==> src/rtl/cdsq_pkg.sv <==
package cdsq_pkg;
  localparam int NUM_RATIOS = 5;
  localparam int IDX_W      = 3;
  localparam int CODE_W     = 3;
  localparam int DIV_W      = 4;

  typedef logic [IDX_W-1:0]  ratio_idx_t;
  typedef logic [CODE_W-1:0] div_code_t;
  typedef logic [DIV_W-1:0]  divisor_t;

  // Non-monotonic mode encoding driven to the PLL.
  function automatic div_code_t idx_to_code(input ratio_idx_t i);
    case (i)
      3'd0:    return 3'b000;
      3'd1:    return 3'b001;
      3'd2:    return 3'b011;
      3'd3:    return 3'b010;
      3'd4:    return 3'b100;
      default: return 3'b000;
    endcase
  endfunction

  function automatic ratio_idx_t code_to_idx(input div_code_t c);
    case (c)
      3'b000:  return 3'd0;
      3'b001:  return 3'd1;
      3'b011:  return 3'd2;
      3'b010:  return 3'd3;
      3'b100:  return 3'd4;
      default: return 3'd0;
    endcase
  endfunction

  // Index 0 is divide-by-1, index n>0 is divide-by-2n.
  function automatic divisor_t idx_to_div(input ratio_idx_t i);
    return (i == 3'd0) ? 4'd1 : {i, 1'b0};
  endfunction
endpackage

==> src/rtl/cdsq_refresh_table.sv <==
module cdsq_refresh_table
  import cdsq_pkg::*;
#(
  parameter longint BASE_CLK_HZ = 500_000_000,
  parameter longint WINDOW_NS   = 7800,
  parameter int     UNIT_CYC    = 64,
  parameter int     CNT_W       = 7
) (
  output logic [NUM_RATIOS-1:0][CNT_W-1:0] counts
);
  localparam longint NS_PER_S = 64'd1_000_000_000;
  localparam longint CNT_MAX  = (64'd1 << CNT_W) - 1;

  for (genvar g = 0; g < NUM_RATIOS; g++) begin : g_ratio
    localparam longint DIVV = (g == 0) ? 1 : 2 * g;
    localparam longint RAW  = (BASE_CLK_HZ * WINDOW_NS) /
                              (longint'(UNIT_CYC) * DIVV * NS_PER_S);
    localparam longint SAT  = (RAW > CNT_MAX) ? CNT_MAX : RAW;
    assign counts[g] = CNT_W'(SAT);
  end
endmodule

==> src/rtl/cdsq_planner.sv <==
module cdsq_planner
  import cdsq_pkg::*;
(
  input  div_code_t  cur_code,
  input  ratio_idx_t tgt_idx,
  output ratio_idx_t cur_idx,
  output ratio_idx_t step_idx,
  output logic       step_slower,
  output logic       at_target
);
  divisor_t cur_div;
  divisor_t tgt_div;
  logic     via_two;

  always_comb begin
    cur_idx     = code_to_idx(cur_code);
    cur_div     = idx_to_div(cur_idx);
    tgt_div     = idx_to_div(tgt_idx);
    // Jumps between divide-by-1 and anything above 2 detour through 2.
    via_two     = ((cur_div == 4'd1) && (tgt_div > 4'd2)) ||
                  ((cur_div > 4'd2) && (tgt_div == 4'd1));
    step_idx    = via_two ? 3'd1 : tgt_idx;
    step_slower = idx_to_div(step_idx) > cur_div;
    at_target   = (cur_idx == tgt_idx);
  end
endmodule

==> src/rtl/cdsq_wait_timer.sv <==
module cdsq_wait_timer #(
  parameter int W = 17
) (
  input  logic         clk,
  input  logic         rst_n,
  input  logic         load,
  input  logic [W-1:0] load_val,
  output logic         idle
);
  logic [W-1:0] cnt_q;

  always_ff @(posedge clk) begin
    if (!rst_n)             cnt_q <= '0;
    else if (load)          cnt_q <= load_val;
    else if (cnt_q != '0)   cnt_q <= cnt_q - 1'b1;
  end

  assign idle = (cnt_q == '0);
endmodule

==> src/rtl/cdiv_step_seq.sv <==
module cdiv_step_seq
  import cdsq_pkg::*;
#(
  parameter longint BASE_CLK_HZ = 500_000_000,
  parameter longint WINDOW_NS   = 7800,
  parameter int     UNIT_CYC    = 64,
  parameter int     LOCK_CYC    = 16,
  parameter int     CNT_W       = 7
) (
  input  logic             clk,
  input  logic             rst_n,
  input  logic             req_valid,
  output logic             req_ready,
  input  logic [2:0]       req_idx,
  input  logic             selfref_en,
  output logic [2:0]       div_mode,
  output logic [CNT_W-1:0] refr_count,
  output logic             busy,
  output logic             done
);
  localparam int DIV_MAX  = 8;
  localparam int WAIT_MAX = UNIT_CYC * 2 * ((1 << CNT_W) - 1) * DIV_MAX;
  localparam int WAIT_W   = $clog2(WAIT_MAX + 1);
  localparam int GAP_W    = $clog2(LOCK_CYC + 1) + 1;

  typedef enum logic [2:0] {
    S_IDLE, S_PLAN, S_REFR, S_DRAIN, S_DIV, S_LOCK
  } seq_state_t;

  seq_state_t state_q;
  ratio_idx_t tgt_q, step_q;
  logic       slow_q;

  logic [NUM_RATIOS-1:0][CNT_W-1:0] tbl;
  ratio_idx_t cur_idx, nxt_step;
  logic       nxt_slow, at_target;
  divisor_t   cur_div;
  logic              tmr_load, tmr_idle;
  logic [WAIT_W-1:0] tmr_val, drain_val;
  logic              accept;

  cdsq_refresh_table #(
    .BASE_CLK_HZ (BASE_CLK_HZ),
    .WINDOW_NS   (WINDOW_NS),
    .UNIT_CYC    (UNIT_CYC),
    .CNT_W       (CNT_W)
  ) u_table (
    .counts (tbl)
  );

  cdsq_planner u_plan (
    .cur_code    (div_mode),
    .tgt_idx     (tgt_q),
    .cur_idx     (cur_idx),
    .step_idx    (nxt_step),
    .step_slower (nxt_slow),
    .at_target   (at_target)
  );

  cdsq_wait_timer #(.W(WAIT_W)) u_timer (
    .clk      (clk),
    .rst_n    (rst_n),
    .load     (tmr_load),
    .load_val (tmr_val),
    .idle     (tmr_idle)
  );

  assign req_ready = (state_q == S_IDLE);
  assign busy      = (state_q != S_IDLE);
  assign accept    = req_valid && req_ready;
  assign cur_div   = idx_to_div(cur_idx);

  // Drain: both the old and the new count must run out at the old rate.
  assign drain_val = WAIT_W'(UNIT_CYC) *
                     (WAIT_W'(tbl[step_q]) + WAIT_W'(refr_count)) *
                     WAIT_W'(cur_div);

  assign tmr_load = ((state_q == S_REFR) && slow_q && !selfref_en) ||
                    (state_q == S_DIV);
  assign tmr_val  = (state_q == S_DIV) ? WAIT_W'(LOCK_CYC) : drain_val;

  always_ff @(posedge clk) begin
    if (!rst_n) begin
      state_q    <= S_IDLE;
      tgt_q      <= '0;
      step_q     <= '0;
      slow_q     <= 1'b0;
      div_mode   <= idx_to_code(3'd0);
      refr_count <= tbl[0];
      done       <= 1'b0;
    end else begin
      done <= 1'b0;
      case (state_q)
        S_IDLE: begin
          if (accept && (req_idx < IDX_W'(NUM_RATIOS))) begin
            tgt_q   <= req_idx;
            state_q <= S_PLAN;
          end
        end
        S_PLAN: begin
          if (at_target) begin
            done    <= 1'b1;
            state_q <= S_IDLE;
          end else begin
            step_q  <= nxt_step;
            slow_q  <= nxt_slow;
            state_q <= nxt_slow ? S_REFR : S_DIV;
          end
        end
        S_REFR: begin
          refr_count <= tbl[step_q];
          if (!slow_q)          state_q <= S_PLAN;
          else if (!selfref_en) state_q <= S_DRAIN;
          else                  state_q <= S_DIV;
        end
        S_DRAIN: begin
          if (tmr_idle) state_q <= S_DIV;
        end
        S_DIV: begin
          div_mode <= idx_to_code(step_q);
          state_q  <= S_LOCK;
        end
        S_LOCK: begin
          if (tmr_idle) state_q <= slow_q ? S_PLAN : S_REFR;
        end
        default: state_q <= S_IDLE;
      endcase
    end
  end

  // Checker state: cycles since the divider field last moved.
  logic [2:0]       div_prev_q;
  logic [GAP_W-1:0] gap_q;

  always_ff @(posedge clk) begin
    if (!rst_n) begin
      div_prev_q <= 3'b000;
      gap_q      <= GAP_W'(LOCK_CYC);
    end else begin
      div_prev_q <= div_mode;
      if (div_mode != div_prev_q)         gap_q <= GAP_W'(1);
      else if (gap_q < GAP_W'(LOCK_CYC))  gap_q <= gap_q + 1'b1;
    end
  end


  legal_code_chk: assert property (@(posedge clk) disable iff (!rst_n)
    div_mode inside {3'b000, 3'b001, 3'b011, 3'b010, 3'b100});


  no_direct_jump_chk: assert property (@(posedge clk) disable iff (!rst_n)
    !$stable(div_mode) |->
      !((($past(div_mode) == 3'b000) && (div_mode inside {3'b011, 3'b010, 3'b100})) ||
        ((div_mode == 3'b000) && ($past(div_mode) inside {3'b011, 3'b010, 3'b100}))));


  slow_order_chk: assert property (@(posedge clk) disable iff (!rst_n)
    (!$stable(div_mode) && (code_to_idx(div_mode) > code_to_idx($past(div_mode))))
      |-> (refr_count == tbl[code_to_idx(div_mode)]));


  fast_order_chk: assert property (@(posedge clk) disable iff (!rst_n)
    (!$stable(div_mode) && (code_to_idx(div_mode) < code_to_idx($past(div_mode))))
      |-> (refr_count == tbl[code_to_idx($past(div_mode))]));


  lock_gap_chk: assert property (@(posedge clk) disable iff (!rst_n)
    (!$stable(div_mode) || !$stable(refr_count)) |-> (gap_q >= GAP_W'(LOCK_CYC)));


  bad_idx_drop_chk: assert property (@(posedge clk) disable iff (!rst_n)
    (req_ready && req_valid && (req_idx > 3'd4)) |=> !busy);


  busy_ignore_chk: assert property (@(posedge clk) disable iff (!rst_n)
    (busy && req_valid) |=> $stable(tgt_q));


  done_pulse_chk: assert property (@(posedge clk) disable iff (!rst_n)
    done |=> !done);


  done_idle_chk: assert property (@(posedge clk) disable iff (!rst_n)
    done |-> !busy);
endmodule

==> config.mk <==
export PLATFORM = sky130hd
export DESIGN_NAME = cdiv_step_seq
export DESIGN_NICKNAME = d
export VERILOG_FILES = /design/src/rtl/cdsq_pkg.sv /design/src/rtl/cdsq_refresh_table.sv /design/src/rtl/cdsq_planner.sv /design/src/rtl/cdsq_wait_timer.sv /design/src/rtl/cdiv_step_seq.sv
export SDC_FILE = /design/constraint.sdc
export NUM_CORES = 1
export LEC_CHECK = 0
export BUFFER_PORTS_ARGS = -buffer_cell sky130_fd_sc_hd__clkbuf_2
export CAP_MARGIN = 20
export CORE_MARGIN = 3
export CORE_UTILIZATION = 50
export CTS_CLUSTER_SIZE = 8
export DETAILED_ROUTE_END_ITERATION = 8
export GPL_ROUTABILITY_DRIVEN = 0
export PLACE_DENSITY_LB_ADDON = 0.25
export SKIP_CTS_REPAIR_TIMING = 1
export SKIP_LAST_GASP = 1
export SYNTH_ARGS = -nofsm -noshare
export SYNTH_HDL_FRONTEND = slang
export SYNTH_SLANG_ARGS = --single-unit
==> constraint.sdc <==
create_clock -name clk -period 6.95 [get_ports clk]
set_input_delay 0.695 -clock clk [delete_from_list [all_inputs] [get_ports clk]]
set_output_delay 0.695 -clock clk [all_outputs]
set_load 0.02 [all_outputs]
# ---- Word-level counts from Yosys, hierarchy flattened
# Memory sizes are Yosys's and may differ from the RTL's. A register that Yosys moved wholly into a read port is not among the register bits.
# Index checks and enable logic that the tools add are counted.
dict set report totals {
  rom_bits 56
  ff_bits 38
  mem_count 1
}
# memory depth word_bits read_ports rd_ports_with_merged_regs write_ports line
set memory_table {}
lappend memory_table {{(name not given)} 8 7 1 1 0 cdiv_step_seq.sv:111} ;# refr_count <= tbl[step_q];
dict set report classes {
  bitwise_logic 1
  order_cmp 5
  n_mul 1
  reduce_logical 21
  n_addsub 2
  eq_ne 19
  mux 22
}
# cell count
set ops {}
lappend ops {{$mux W17} 3}
lappend ops {{$mux W3} 10}
lappend ops {{$pmux W3 S4} 2}
lappend ops {{$eq A3 B2 Y1 const B} 6}
lappend ops {{$pmux W3 S6} 1}
lappend ops {{$logic_not A17 Y1} 1}
lappend ops {{$reduce_bool A17 Y1} 1}
lappend ops {{$sub A17 B1 Y17 const B} 1}
lappend ops {{$eq A3 B3 Y1 const B} 4}
lappend ops {{$logic_not A3 Y1} 4}
lappend ops {{$mux W4} 3}
lappend ops {{$mul A8 B4 Y11} 1}
lappend ops {{$eq A3 B1 Y1 const B} 3}
lappend ops {{$add A7 B7 Y8} 1}
lappend ops {{$eq A4 B1 Y1 const B} 2}
lappend ops {{$gt A4 B2 Y1 const B} 2}
lappend ops {{$mux W7} 1}
lappend ops {{$logic_and A1 B1 Y1} 6}
lappend ops {{$reduce_and A2 Y1} 3}
lappend ops {{$gt A4 B4 Y1} 1}
lappend ops {{$lt A3 B4 Y1 const B} 1}
lappend ops {{$ne A2 B2 Y1 const B} 2}
lappend ops {{$eq A3 B3 Y1} 1}
lappend ops {{$lt A3 B3 Y1 const B} 1}
lappend ops {{other kinds (9)} 10}

# ---- Depth between registers and ports, before layout
# Gate-level depths: netlist (run 1).
dict set report logic_depth {
  word_depth 14
  ltp_mapped 18
}

# ---- Modules after synthesis
# A second synthesis (run 1) with hierarchy kept.
dict set report unflattened {
  hier_cells 487
  hier_area_um2 4113.9
}
# module cells_each n_inst seq_area_each_um2 area_per_inst_um2
set modules_own_cells {}
lappend modules_own_cells {cdiv_step_seq 298 1 490.5 2617.5}
lappend modules_own_cells {cdsq_wait_timer 111 1 340.3 919.6}
lappend modules_own_cells {cdsq_planner 41 1 0.0 306.5}
lappend modules_own_cells {cdsq_refresh_table 37 1 0.0 270.3}

# ---- Least setup slack after synthesis (run 1)
# Ideal clock, no wire load.
dict set report synth_path {
  kind {reg2reg}
  startpoint {reg refr_count[1]}
  endpoint {reg u_timer.cnt_q[14]}
  synth_period_minus_slack_ps 4052
  arrival_ps 3933
  required_time_ps 6831
  slack_ps 2898
  setup_time_ps 119
  stages_incl_launch_ff 19
  path_cell_list {dfxtp_1 > ha_1 > a21o_1 > a21oi_1 > o21bai_1 > a21oi_1 > xor2_1 > nor2_1 > fa_1 > inv_1 > fa_1 > inv_1 > ha_1 > o21a_1 > a21oi_1 > o21bai_1 > or2_2 > a32oi_1 > nor2_1}
}
dict set report synth_via {
  elab_chain_len 4
}
# element line
set synth_lines {}
lappend synth_lines {{start, declared} cdiv_step_seq.sv:17} ;# output logic [CNT_W-1:0] refr_count,
lappend synth_lines {{$add A7 B7 Y8} cdiv_step_seq.sv:75} ;# (WAIT_W'(tbl[step_q]) + WAIT_W'(refr_count)) *
lappend synth_lines {{$mul A8 B4 Y11} cdiv_step_seq.sv:75}
lappend synth_lines {{$mux W17} cdiv_step_seq.sv:80} ;# assign tmr_val = (state_q == S_DIV) ? WAIT_W'(LOCK_CYC) : drain_val;
lappend synth_lines {{$mux W17} cdsq_wait_timer.sv:14} ;# else if (load) cnt_q <= load_val;
lappend synth_lines {{end signal, assigned} cdsq_wait_timer.sv:14}
lappend synth_lines {{end signal, assigned} cdsq_wait_timer.sv:15} ;# else if (cnt_q != '0) cnt_q <= cnt_q - 1'b1;
lappend synth_lines {{end, declared} cdsq_wait_timer.sv:10} ;# logic [W-1:0] cnt_q;
# Every way passes these cells.
# A chain may end at the register's enable or synchronous reset.

# ---- Worst setup path in the final report (run 1)
dict set report layout_path {
  startpoint {reg refr_count[0]}
  endpoint {reg u_timer.cnt_q[16]}
}
# Same word-level chain as after synthesis.

==> flow_metrics.py, run 1 <==
metrics = {
    "run_status": {
        "status": "finished, final reports clean",
    },
    "grt": {
        "first_global_vias": 2732,
        "overflow": 0,
        "grt_usage_pct": 20.3,
        "grt_max_degree": 22,
        "antenna_found_initial": 0,
        "grt_pass1_wl_um": 12600,
    },
    "timing": {
        "finalCriticalPeriod_ns": 4.24,
        "worst_slew_pin_slew_ns": 0.745,
        "hold_viol_final": 0,
        "setup_violations": 0,
        "drv_slew": 0,
        "finClkSkew_ns": 0.00584,
        "max_freq_ghz": 0.236,
        "min_period_over_period_pct": 61.0,
        "rsz0062_at_grt": "false",
        "slew_headroom_pct": 50.2,
        "setup-tns-final_ns": 0,
    },
    "final_layout": {
        "register_area_um2": 861,
        "post-route-util_pct": 56.9,
        "multiInputGateArea_um2": 2220,
        "n_antenna_cell": 0,
        "fin_nets": 451,
        "fill_cells": 583,
        "syn_to_final_growth_pct": 6.95,
        "layout-drive-gt1-share_pct": 9.80,
    },
    "floorplan": {
        "die_x_um": 86.7,
        "rows": 28,
        "die_area_um2": 7520,
        "die_y_um": 86.7,
        "core_um2": 6130,
        "ios": 20,
        "start_util_pct": 53.2,
    },
    "logic_synthesis": {
        "postSynthAreaPerCell_um2": 8.23,
        "yosysTopAreaCell": "dfxtp_1",
        "netlist_top_cells_count": "nor2_1 (47), dfxtp_1 (43), nand2_1 (35)",
        "async_flop_share_pct": 0,
        "ys_ff_latch": 43,
        "synthTopCellsByArea": "dfxtp_1 (26%), ha_1 (10%), fa_1 (6.8%)",
        "ys_seq_area_share_pct": 26.4,
        "synthCells": 396,
        "syn-num-nets": 440,
        "netlist_area_um2": 3260,
        "synth_top_area_share_pct": 26.4,
        "ys_warn_count": 0,
        "synthMostInstantiatedCell": "nor2_1",
        "synth.distinct_cells": 60,
        "synth_edf_count": 0,
        "synthFlopType": "dfxtp_1",
    },
    "place": {
        "numPortBuffers": 18,
        "dp_hpwl_um": 5290,
    },
    "critical_path": {
        "crit_path_max_incr_delay_ns": 0.53,
        "cp_top_family": "adder cells",
        "critPathRequiredTime_ns": 7.13,
        "crit_arrival_ns": 4.42,
        "path_max_fanout": 4,
        "critPathSlowestCell": "fa_1",
        "critPathBufInv": 2,
        "path_cells": "ha_1, fa_1, a21oi_1, nor2_1, nor2_1, xnor2_1, nor2_1, fa_1, inv_1, fa_1, inv_1, ha_1, o21a_1, a21oi_1, o21ai_0, a21oi_1, xor2_1, o22ai_1",
        "worst_setup_path_end_kind": "register",
        "cp-start-kind": "register",
        "critical_path_class": "register to register",
    },
    "drt": {
        "vias_per_cell": 5.71,
        "wl_per_cell_um": 14.1,
        "vias": 2757,
        "drt-total-wl_um": 6830,
        "antenna_left": 0,
        "drc": 0,
        "drt_iter0_markers": 150,
        "drt_first_pass_iters": 4,
    },
    "power": {
        "irDropWorstVdd_mv": 0.188,
        "p_leak_nw": 1.54,
        "powerDensity_nw_per_um2": 281,
        "totalPowerFinal_uw": 979,
    },
    "clocking": {
        "cts_max_path_buffers": 2,
        "clkTransAtPathRegs_ns": 0.09,
        "clkLatencyLatePin_ns": 0.29,
        "htreeDepth": 2,
        "numCtsBuffers": 5,
        "clock_sinks": 43,
        "cts_root_buffer": "clkbuf_8",
        "cts_tree": "done",
    },
    "flow_run": {
        "drv_cap": 0,
    },
    "hold_path": {
        "hp-class": "register to register",
    },
}
==> cells in the final DEF (no fill, tap or decap), types with 2 or more instances in the layout <==
| cell type | n |
|---|---|
| and2_1 | 9 |
| clkbuf_2 | 18 |
| a22oi_1 | 2 |
| or3_1 | 3 |
| fa_1 | 11 |
| nand3_1 | 9 |
| and3_1 | 6 |
| nand2b_1 | 9 |
| or2_2 | 3 |
| nor2b_1 | 4 |
| a32o_1 | 3 |
| inv_1 | 25 |
| a21o_1 | 6 |
| o21bai_1 | 6 |
| xnor2_1 | 16 |
| a21oi_1 | 34 |
| nor3b_1 | 2 |
| mux2_2 | 2 |
| ha_1 | 26 |
| o21ai_0 | 16 |
| nor4_1 | 4 |
| xor2_1 | 6 |
| clkbuf_8 | 5 |
| nor3_1 | 9 |
| a211oi_1 | 2 |
| dfxtp_1 | 43 |
| nor2_1 | 47 |
| o221ai_1 | 2 |
| a32oi_1 | 3 |
| nand2_1 | 35 |
| mux2i_1 | 11 |
==> final timing paths <==
check,startpoint,end,slack (ns),cells past startpoint
max,refr_count[0],u_timer.cnt_q[16],2.71,18
min,register,refr_count[0],0.51,2
max reg2reg,refr_count[0],u_timer.cnt_q[16],2.71,18
min reg2reg,register,refr_count[0],0.51,2
==> layout make-up <==
cell class	count	share of cell area, %
clock buffer	5	1.97
clock inverter	3	1.33
inverter	25	2.69
multi-input combinational	313	63.8
sequential	43	24.7
tap	75	2.69
timing repair buffer	19	2.80
==> worst reg2reg max path: stages (launching register included) <==
cell and delay [ns]:
dfxtp_1 0.34, ha_1 0.22, fa_1 0.41, a21oi_1 0.17, nor2_1 0.06, nor2_1 0.22, xnor2_1 0.18, nor2_1 0.08
fa_1 0.48, inv_1 0.05, fa_1 0.53, inv_1 0.04, ha_1 0.34, o21a_1 0.21, a21oi_1 0.19, o21ai_0 0.13
a21oi_1 0.19, xor2_1 0.20, o22ai_1 0.09
==> per-layer routing <==
metal | GRT usage, % | up-vias | routed length (µm)
li1 | - | 1406 | -
met5 | 0 | - | 0
met3 | 2.85 | 2 | 209
met1 | 28.7 | 1311 | 3450
met4 | 4.82 | 0 | 29
met2 | 32.9 | 38 | 3140
==> cell families after synthesis <==
logic type,share of synthesized area (%)
xor gates and xnor gates,5.91
muxes,4.07
and+or+nand+nor,24.5
AOI/OAI and AO/OA,16.9
adders and majority gates,16.7
DFF,26.4
buffers and inverters,5.34
other,0.115
==> per-stage QoR <==
step | setup slack, ns | instances | cell area (µm²) | hold slack, ns
2_1_floorplan | 2.90 | 396 | 3260 | 0.449
3_3_place_gp | 2.86 | 475 | 3370 | 0.470
3_5_place_dp | 2.76 | 475 | 3370 | 0.491
4_1_cts | 2.73 | 483 | 3490 | 0.518
5_1_grt | 2.33 | 483 | 3490 | 0.548
6_report | 2.71 | 483 | 3490 | 0.513
==> power breakdown <==
part,leakage [nW],switching (mW),internal [mW],total (mW)
registers,0.350,0.0583,0.291,0.349
logic,1.13,0.241,0.183,0.425
clock network,0.0548,0.0969,0.108,0.205
Note: power is estimated with default switching activity, not from simulation.
==> run 2, diff against run 1 <==
==> constraint.sdc (replaced) <==
create_clock -name clk -period 4.04 [get_ports clk]
set_input_delay 0.404 -clock clk [delete_from_list [all_inputs] [get_ports clk]]
set_output_delay 0.404 -clock clk [all_outputs]
set_load 0.02 [all_outputs]
==> run 2 against run 1 <==
Register-to-register slack worse by 2.6 ns. Sequential power is 72% higher. Die area stayed put. Flip-flop and latch count stayed put. Worst hold slack worse by 0.18 ns. Critical endpoint is now u_timer.cnt_q[14]. Largest cell class unchanged. Worst setup slack worse by 2.6 ns.
==> flow_metrics.py, run 2 (same netlist as run 1, synthesis figures left out) <==
metrics = {
    "run_status": {
        "status": "finished, final reports clean",
    },
    "power": {
        "seqPwrFrac_pct": 35.6,
        "combPwrFrac_pct": 43.8,
        "p_sw_share_pct": 40.2,
        "p_leak_nw": 1.69,
        "pwr-share-clk_pct": 20.6,
        "power_switching_uw": 675,
        "irDropWorstVdd_mv": 0.380,
        "p_int_mw": 1.01,
        "powerDensity_nw_per_um2": 443,
    },
    "drt": {
        "drt_first_pass_iters": 6,
        "drc": 0,
        "antenna_left": 0,
        "wl_per_cell_um": 14.3,
        "drt-total-wl_um": 7210,
        "vias_per_cell": 5.70,
        "vias": 2882,
        "drt_iter0_markers": 201,
    },
    "final_layout": {
        "layout_commonest_cell": "nor2_1",
        "final_cell_mix": "nor2_1 (45), dfxtp_1 (39), nand2_1 (35)",
        "fin_nets": 474,
        "post-route-util_pct": 61.8,
        "fin_cells": 506,
        "n_antenna_cell": 0,
        "syn_to_final_growth_pct": 16.3,
        "layout-drive-gt1-share_pct": 20.6,
    },
    "floorplan": {
        "die_area_um2": 7520,
        "core_um2": 6130,
        "ios": 20,
        "die_y_um": 86.7,
        "die_x_um": 86.7,
        "rows": 28,
        "start_util_pct": 53.2,
    },
    "hold_path": {
        "hp-class": "input pin to register",
        "worstHoldPathCells": 3,
        "hold_end": "tgt_q[0]",
        "min_from": "req_idx[0]",
    },
    "clocking": {
        "clock_sinks": 43,
        "cts_max_path_buffers": 2,
        "cts_tree": "done",
        "htreeDepth": 2,
        "clkLatencyLatePin_ns": 0.30,
        "numCtsBuffers": 5,
        "clkTransAtPathRegs_ns": 0.09,
        "cts_root_buffer": "clkbuf_8",
    },
    "critical_path": {
        "path_cells": "buf_4, fa_2, xnor2_2, nand2b_1, fa_1, inv_1, fa_2, fa_2, a211o_1, a21oi_2, buf_4, o21bai_2, or2_4, a32oi_1, nor2_1",
        "critPathBufInv": 3,
        "worstRegToRegCells": 15,
        "cp_top_family": "adder cells",
        "path_max_fanout": 4,
        "worst_setup_path_end_kind": "register",
        "worstReg2RegStart": "refr_count[1]",
        "crit_top_cell": "fa_2",
        "critPathSlowestCell": "fa_1",
        "reg2reg_to": "u_timer.cnt_q[14]",
        "critical_path_class": "register to register",
        "crit_arrival_ns": 4.16,
        "crit_path_max_incr_delay_ns": 0.49,
        "reg2reg_slack_ns": 0.08,
        "cp-start-kind": "register",
        "critPathRequiredTime_ns": 4.23,
    },
    "place": {
        "numPortBuffers": 18,
        "placedCellCount": 495,
        "dp_hpwl_um": 5400,
    },
    "timing": {
        "slew_headroom_pct": 50.9,
        "rsz0062_at_grt": "true",
        "hold_viol_final": 0,
        "finalCriticalPeriod_ns": 3.96,
        "min_period_over_period_pct": 98.0,
        "fin_hold_ws_ns": 0.334,
        "max_freq_ghz": 0.252,
        "setup_violations": 0,
        "drv_slew": 0,
        "finClkSkew_ns": 0.00561,
        "worst_slew_pin_slew_ns": 0.735,
    },
    "grt": {
        "antenna_found_initial": 0,
        "grt_max_degree": 22,
        "first_global_vias": 2705,
        "grt_usage_pct": 19.7,
        "grt_pass1_wl_um": 12100,
        "overflow": 0,
    },
    "flow_run": {
        "drv_cap": 0,
    },
}
==> run 2: cell count changes in the layout (fill, tap and decap cells not counted), moves of 4 or more <==
cell,delta
a21oi_1,-5
a21oi_2,+5
buf_4,+23
dfxtp_1,-4
ha_1,-4
ha_4,+4
==> run 2: worst max-delay path by stage <==
stage / from / to / depth (start not counted)
floorplan: refr_count[0] / u_timer.cnt_q[14] / 18
global placement: refr_count[0] / u_timer.cnt_q[14] / 19
detailed placement: refr_count[0] / u_timer.cnt_q[14] / 19
CTS: refr_count[0] / u_timer.cnt_q[14] / 19
global route: refr_count[1] / u_timer.cnt_q[14] / 19
finish: refr_count[1] / u_timer.cnt_q[14] / 15
==> run 2: through the flow <==
stage	area, µm²	setup slack [ns]	total power, mW	TNS, ns
floorplan	3260	0.0101	1.20	0
global placement	3520	-0.0576	1.31	-0.0576
detailed placement	3520	-0.132	1.33	-0.132
CTS	3640	-0.148	1.68	-0.148
global route	3790	-0.0939	1.80	-0.115
finish	3790	0.0789	1.68	0
==> run 2: cell type report <==
class	instances	area, µm²
Clock buffer	5	68.8
Tap cell	75	93.8
Clock inverter	3	46.3
Timing Repair Buffer	42	270
Inverter	25	93.8
Multi-Input combinational cell	313	2350
Sequential cell	43	868
Fill cell	512	2340
==> run 2: layer usage <==
layer	wire [µm]	up-vias	GRT usage [%]	part of all wire [%]
met5	0	-	0	0
met4	73	0	4.25	1.0
met1	3420	1362	27.3	47
met2	3380	71	32.2	47
li1	-	1441	-	-
met3	341	8	3.52	4.7
==> run 2: worst register-to-register path: cells and delay by family (launching register included) <==
kind | cells | cell delay, ns
adders and majority gates | 4 | 1.78
AOI/OAI and AO/OA | 4 | 0.78
and+or+nand+nor | 3 | 0.46
DFF | 1 | 0.36
buffers and inverters | 3 | 0.31
xor gates and xnor gates | 1 | 0.17
==> run 2: power by group through the flow <==
| stage | registers (mW) | clock network [mW] | logic, mW |
|---|---|---|---|
| 6_report | 0.599 | 0.347 | 0.735 |
| 5_1_grt | 0.610 | 0.374 | 0.821 |
| 4_1_cts | 0.596 | 0.358 | 0.729 |
| 3_3_place_gp | 0.603 | 0 | 0.710 |
| 2_1_floorplan | 0.574 | 0 | 0.625 |
| 3_5_place_dp | 0.606 | 0 | 0.724 |
==> run 3, diff against run 2 <==
--- a/config.mk
+++ b/config.mk
@@ -17,4 +17,5 @@
 export SKIP_LAST_GASP = 1
 export SYNTH_ARGS = -nofsm -noshare
 export SYNTH_HDL_FRONTEND = slang
+export SYNTH_HIERARCHICAL = 1
 export SYNTH_SLANG_ARGS = --single-unit
==> constraint.sdc (replaced) <==
create_clock -name clk -period 4.04 [get_ports clk]
set_input_delay 0.202 -clock clk [delete_from_list [all_inputs] [get_ports clk]]
set_output_delay 0.202 -clock clk [all_outputs]
set_load 0.02 [all_outputs]
==> run 3 against run 2 <==
The flow now finishes with violations (setup timing). Final cell count increased by 28%. First-iteration DRC count decreased by 38%. Flip-flop and latch count decreased by 5. Cell area increased by 27%. Global-route usage decreased by 0.89 points. Via count increased by 20%. Utilization decreased by 0.26 points. Non-clock buffer count increased by 26. Sequential power decreased by 12%. Critical path type unchanged. Critical endpoint is now u_timer/cnt_q[13].
==> flow_metrics.py, run 3 <==
metrics = {
    "final_layout": {
        "top_register": "u_timer/cnt_q",
        "layout_commonest_cell": "nand2_1",
        "largestRegisters": "u_timer/cnt_q (17), refr_count (7)",
        "final_cell_mix": "nand2_1 (58), buf_4 (47), conb_1 (40)",
        "largest_reg_flops": 17,
        "fin_nets": 593,
        "layout-drive-gt1-share_pct": 25.0,
        "fill_cells": 736,
        "n_antenna_cell": 0,
        "syn_to_final_growth_pct": 17.4,
        "fin_cells": 650,
        "design_area_um2": 4830,
        "post-route-util_pct": 61.6,
    },
    "timing": {
        "max_freq_ghz": 0.210,
        "setup_violations": 7,
        "rsz0062_at_grt": "true",
        "min_period_over_period_pct": 118,
        "finalCriticalPeriod_ns": 4.76,
        "layout_setup_ws_ns": -0.720,
        "finClkSkew_ns": 0.0109,
        "slew_headroom_pct": 61.9,
        "hold_viol_final": 0,
        "fin_hold_ws_ns": 0.177,
        "worst_slew_pin_slew_ns": 0.571,
        "drv_slew": 0,
    },
    "floorplan": {
        "start_util_pct": 52.4,
        "rows": 32,
        "die_x_um": 96.7,
        "core_um2": 7850,
        "ios": 20,
        "die_y_um": 96.7,
        "die_area_um2": 9350,
    },
    "hold_path": {
        "worstHoldPathCells": 3,
        "hp-class": "input pin to register",
        "hold_end": "tgt_q[0]",
        "min_from": "req_idx[0]",
    },
    "critical_path": {
        "critPathRequiredTime_ns": 4.27,
        "cp-start-kind": "register",
        "path_cells": "mux4_2, a22o_1, ha_2, fa_2, a21o_1, a21o_1, a21oi_4, mux2i_1, a311o_1, fa_1, inv_1, fa_1, inv_2, ha_4, or2_4, o211ai_1, nor2_1, nand2_1, a31o_2, a21oi_2",
        "critPathLaunch": "step_q[0]",
        "critPathBufInv": 2,
        "crit_arrival_ns": 4.99,
        "worstRegToRegCells": 20,
        "reg2reg_to": "u_timer/cnt_q[13]",
        "worstReg2RegStart": "step_q[0]",
        "crit_path_max_incr_delay_ns": 0.50,
        "reg2reg_slack_ns": -0.72,
        "path_max_fanout": 5,
        "critPathSlowestCell": "fa_1",
        "cp_top_family": "adder cells",
        "worst_setup_path_end_kind": "register",
        "critical_path_class": "register to register",
    },
    "grt": {
        "first_global_vias": 3422,
        "grt_pass1_wl_um": 15200,
        "grt_usage_pct": 18.8,
        "antenna_found_initial": 0,
        "overflow": 0,
        "grt_max_degree": 32,
    },
    "logic_synthesis": {
        "postSynthAreaPerCell_um2": 8.45,
        "synthCells": 487,
        "netlist_top_cells_count": "nand2_1 (60), buf_4 (35), dfxtp_1 (31)",
        "synth_top_area_share_pct": 15.1,
        "synthFlopType": "dfxtp_1",
        "ys_seq_area_share_pct": 20.2,
        "synth.distinct_cells": 68,
        "synth_edf_count": 7,
        "async_flop_share_pct": 0,
        "yosysTopAreaCell": "dfxtp_1",
        "synthMostInstantiatedCell": "nand2_1",
        "netlist_area_um2": 4110,
        "ys_warn_count": 6,
        "synthTopCellsByArea": "dfxtp_1 (15%), ha_1 (7.9%), buf_4 (6.4%)",
        "ys_ff_latch": 38,
    },
    "power": {
        "irDropWorstVdd_mv": 0.208,
        "powerDensity_nw_per_um2": 354,
        "p_leak_nw": 2.19,
    },
    "clocking": {
        "clkLatencyLatePin_ns": 0.29,
        "clkTransAtPathRegs_ns": 0.09,
        "cts_tree": "done",
        "htreeDepth": 2,
        "cts_max_path_buffers": 2,
        "numCtsBuffers": 5,
        "clock_sinks": 38,
        "cts_root_buffer": "clkbuf_8",
    },
    "drt": {
        "drt_first_pass_iters": 4,
        "drt-total-wl_um": 8790,
        "drt_iter0_markers": 125,
        "antenna_left": 0,
        "vias_per_cell": 5.32,
        "drc": 0,
        "vias": 3456,
        "wl_per_cell_um": 13.5,
    },
    "run_status": {
        "violations": "setup timing",
        "status": "finished with violations",
    },
    "place": {
        "placedCellCount": 636,
        "numPortBuffers": 19,
        "placed_area_um2": 4500,
        "dp_hpwl_um": 6850,
        "pre_cts_ws_ns": -0.732,
    },
    "flow_run": {
        "drv_cap": 0,
    },
}
[run 3: cell types whose count changed in the layout (fill, tap and decap cells not counted), moves of 8 or more]
cell and delta:
buf_4 +23, nand2_1 +23, conb_1 +39, nor2_1 -31
nor2b_1 +8, dfxtp_1 -9, a21oi_1 -16, and2_1 +17
[run 3: routing by layer]
layer | track usage, % | wire (µm)
met3 | 2.96 | 241
met4 | 3.78 | 62
met1 | 24.6 | 4040
met2 | 33.0 | 4450
met5 | 0 | 0
[run 3: worst max path at each step]
stage | endpoint | slack (ns) | cells after the start
global route | u_timer/cnt_q[13] | -0.91 | 20
global placement | u_timer/cnt_q[15] | -0.67 | 21
finish | u_timer/cnt_q[13] | -0.72 | 20
floorplan | u_timer/cnt_q[15] | -0.74 | 22
detailed placement | u_timer/cnt_q[13] | -0.73 | 18
CTS | u_timer/cnt_q[13] | -0.73 | 18
[run 3: stage by stage]
step           total power [mW]  TNS (ns)
3_5_place_dp               1.28     -3.84
2_1_floorplan              1.13     -3.17
6_report                   1.71     -3.77
4_1_cts                    1.67     -3.94
5_1_grt                    1.85     -5.29
3_3_place_gp               1.27     -3.38
[run 3: layout make-up]
class                   count  area, µm²  share of cell area [%]
clock buffers               6       93.8                    1.94
clock inverters             2       38.8                   0.803
inverters                  30        113                    2.33
multi-input cells         404       3160                    65.3
flip-flops and latches     38        832                    17.2
well taps                 102        128                    2.64
repair buffers             68        470                    9.74
[run 3: worst reg2reg max path, cell delays in order, from the launching register on]
cell and delay, ns:
dfxtp_2 0.34, mux4_2 0.49, a22o_1 0.21, ha_2 0.19, fa_2 0.35, a21o_1 0.18
a21o_1 0.20, a21oi_4 0.17, mux2i_1 0.09, a311o_1 0.29, fa_1 0.50, inv_1 0.05
fa_1 0.49, inv_2 0.05, ha_4 0.28, or2_4 0.12, o211ai_1 0.11, nor2_1 0.15
nand2_1 0.10, a31o_2 0.26, a21oi_2 0.11
[run 3: cells by family (layout without fill, tap and decap cells)]
logic type	count (synthesis)	in the layout	share of synthesized area, %
other cells	3	40	0.274
xor+xnor	24	24	5.11
buf+inv	82	106	11.2
compound gates	92	92	16.0
flops	38	38	20.2
simple gates	186	186	25.0
mux	23	23	8.06
fa+ha+maj	39	39	14.2
[run 3: power breakdown]
group / switching [mW] / total [mW] / internal [mW]
Combinational: 0.413 / 0.817 / 0.404
Clock: 0.145 / 0.368 / 0.223
Sequential: 0.0712 / 0.526 / 0.455
Total: 0.629 / 1.71 / 1.08
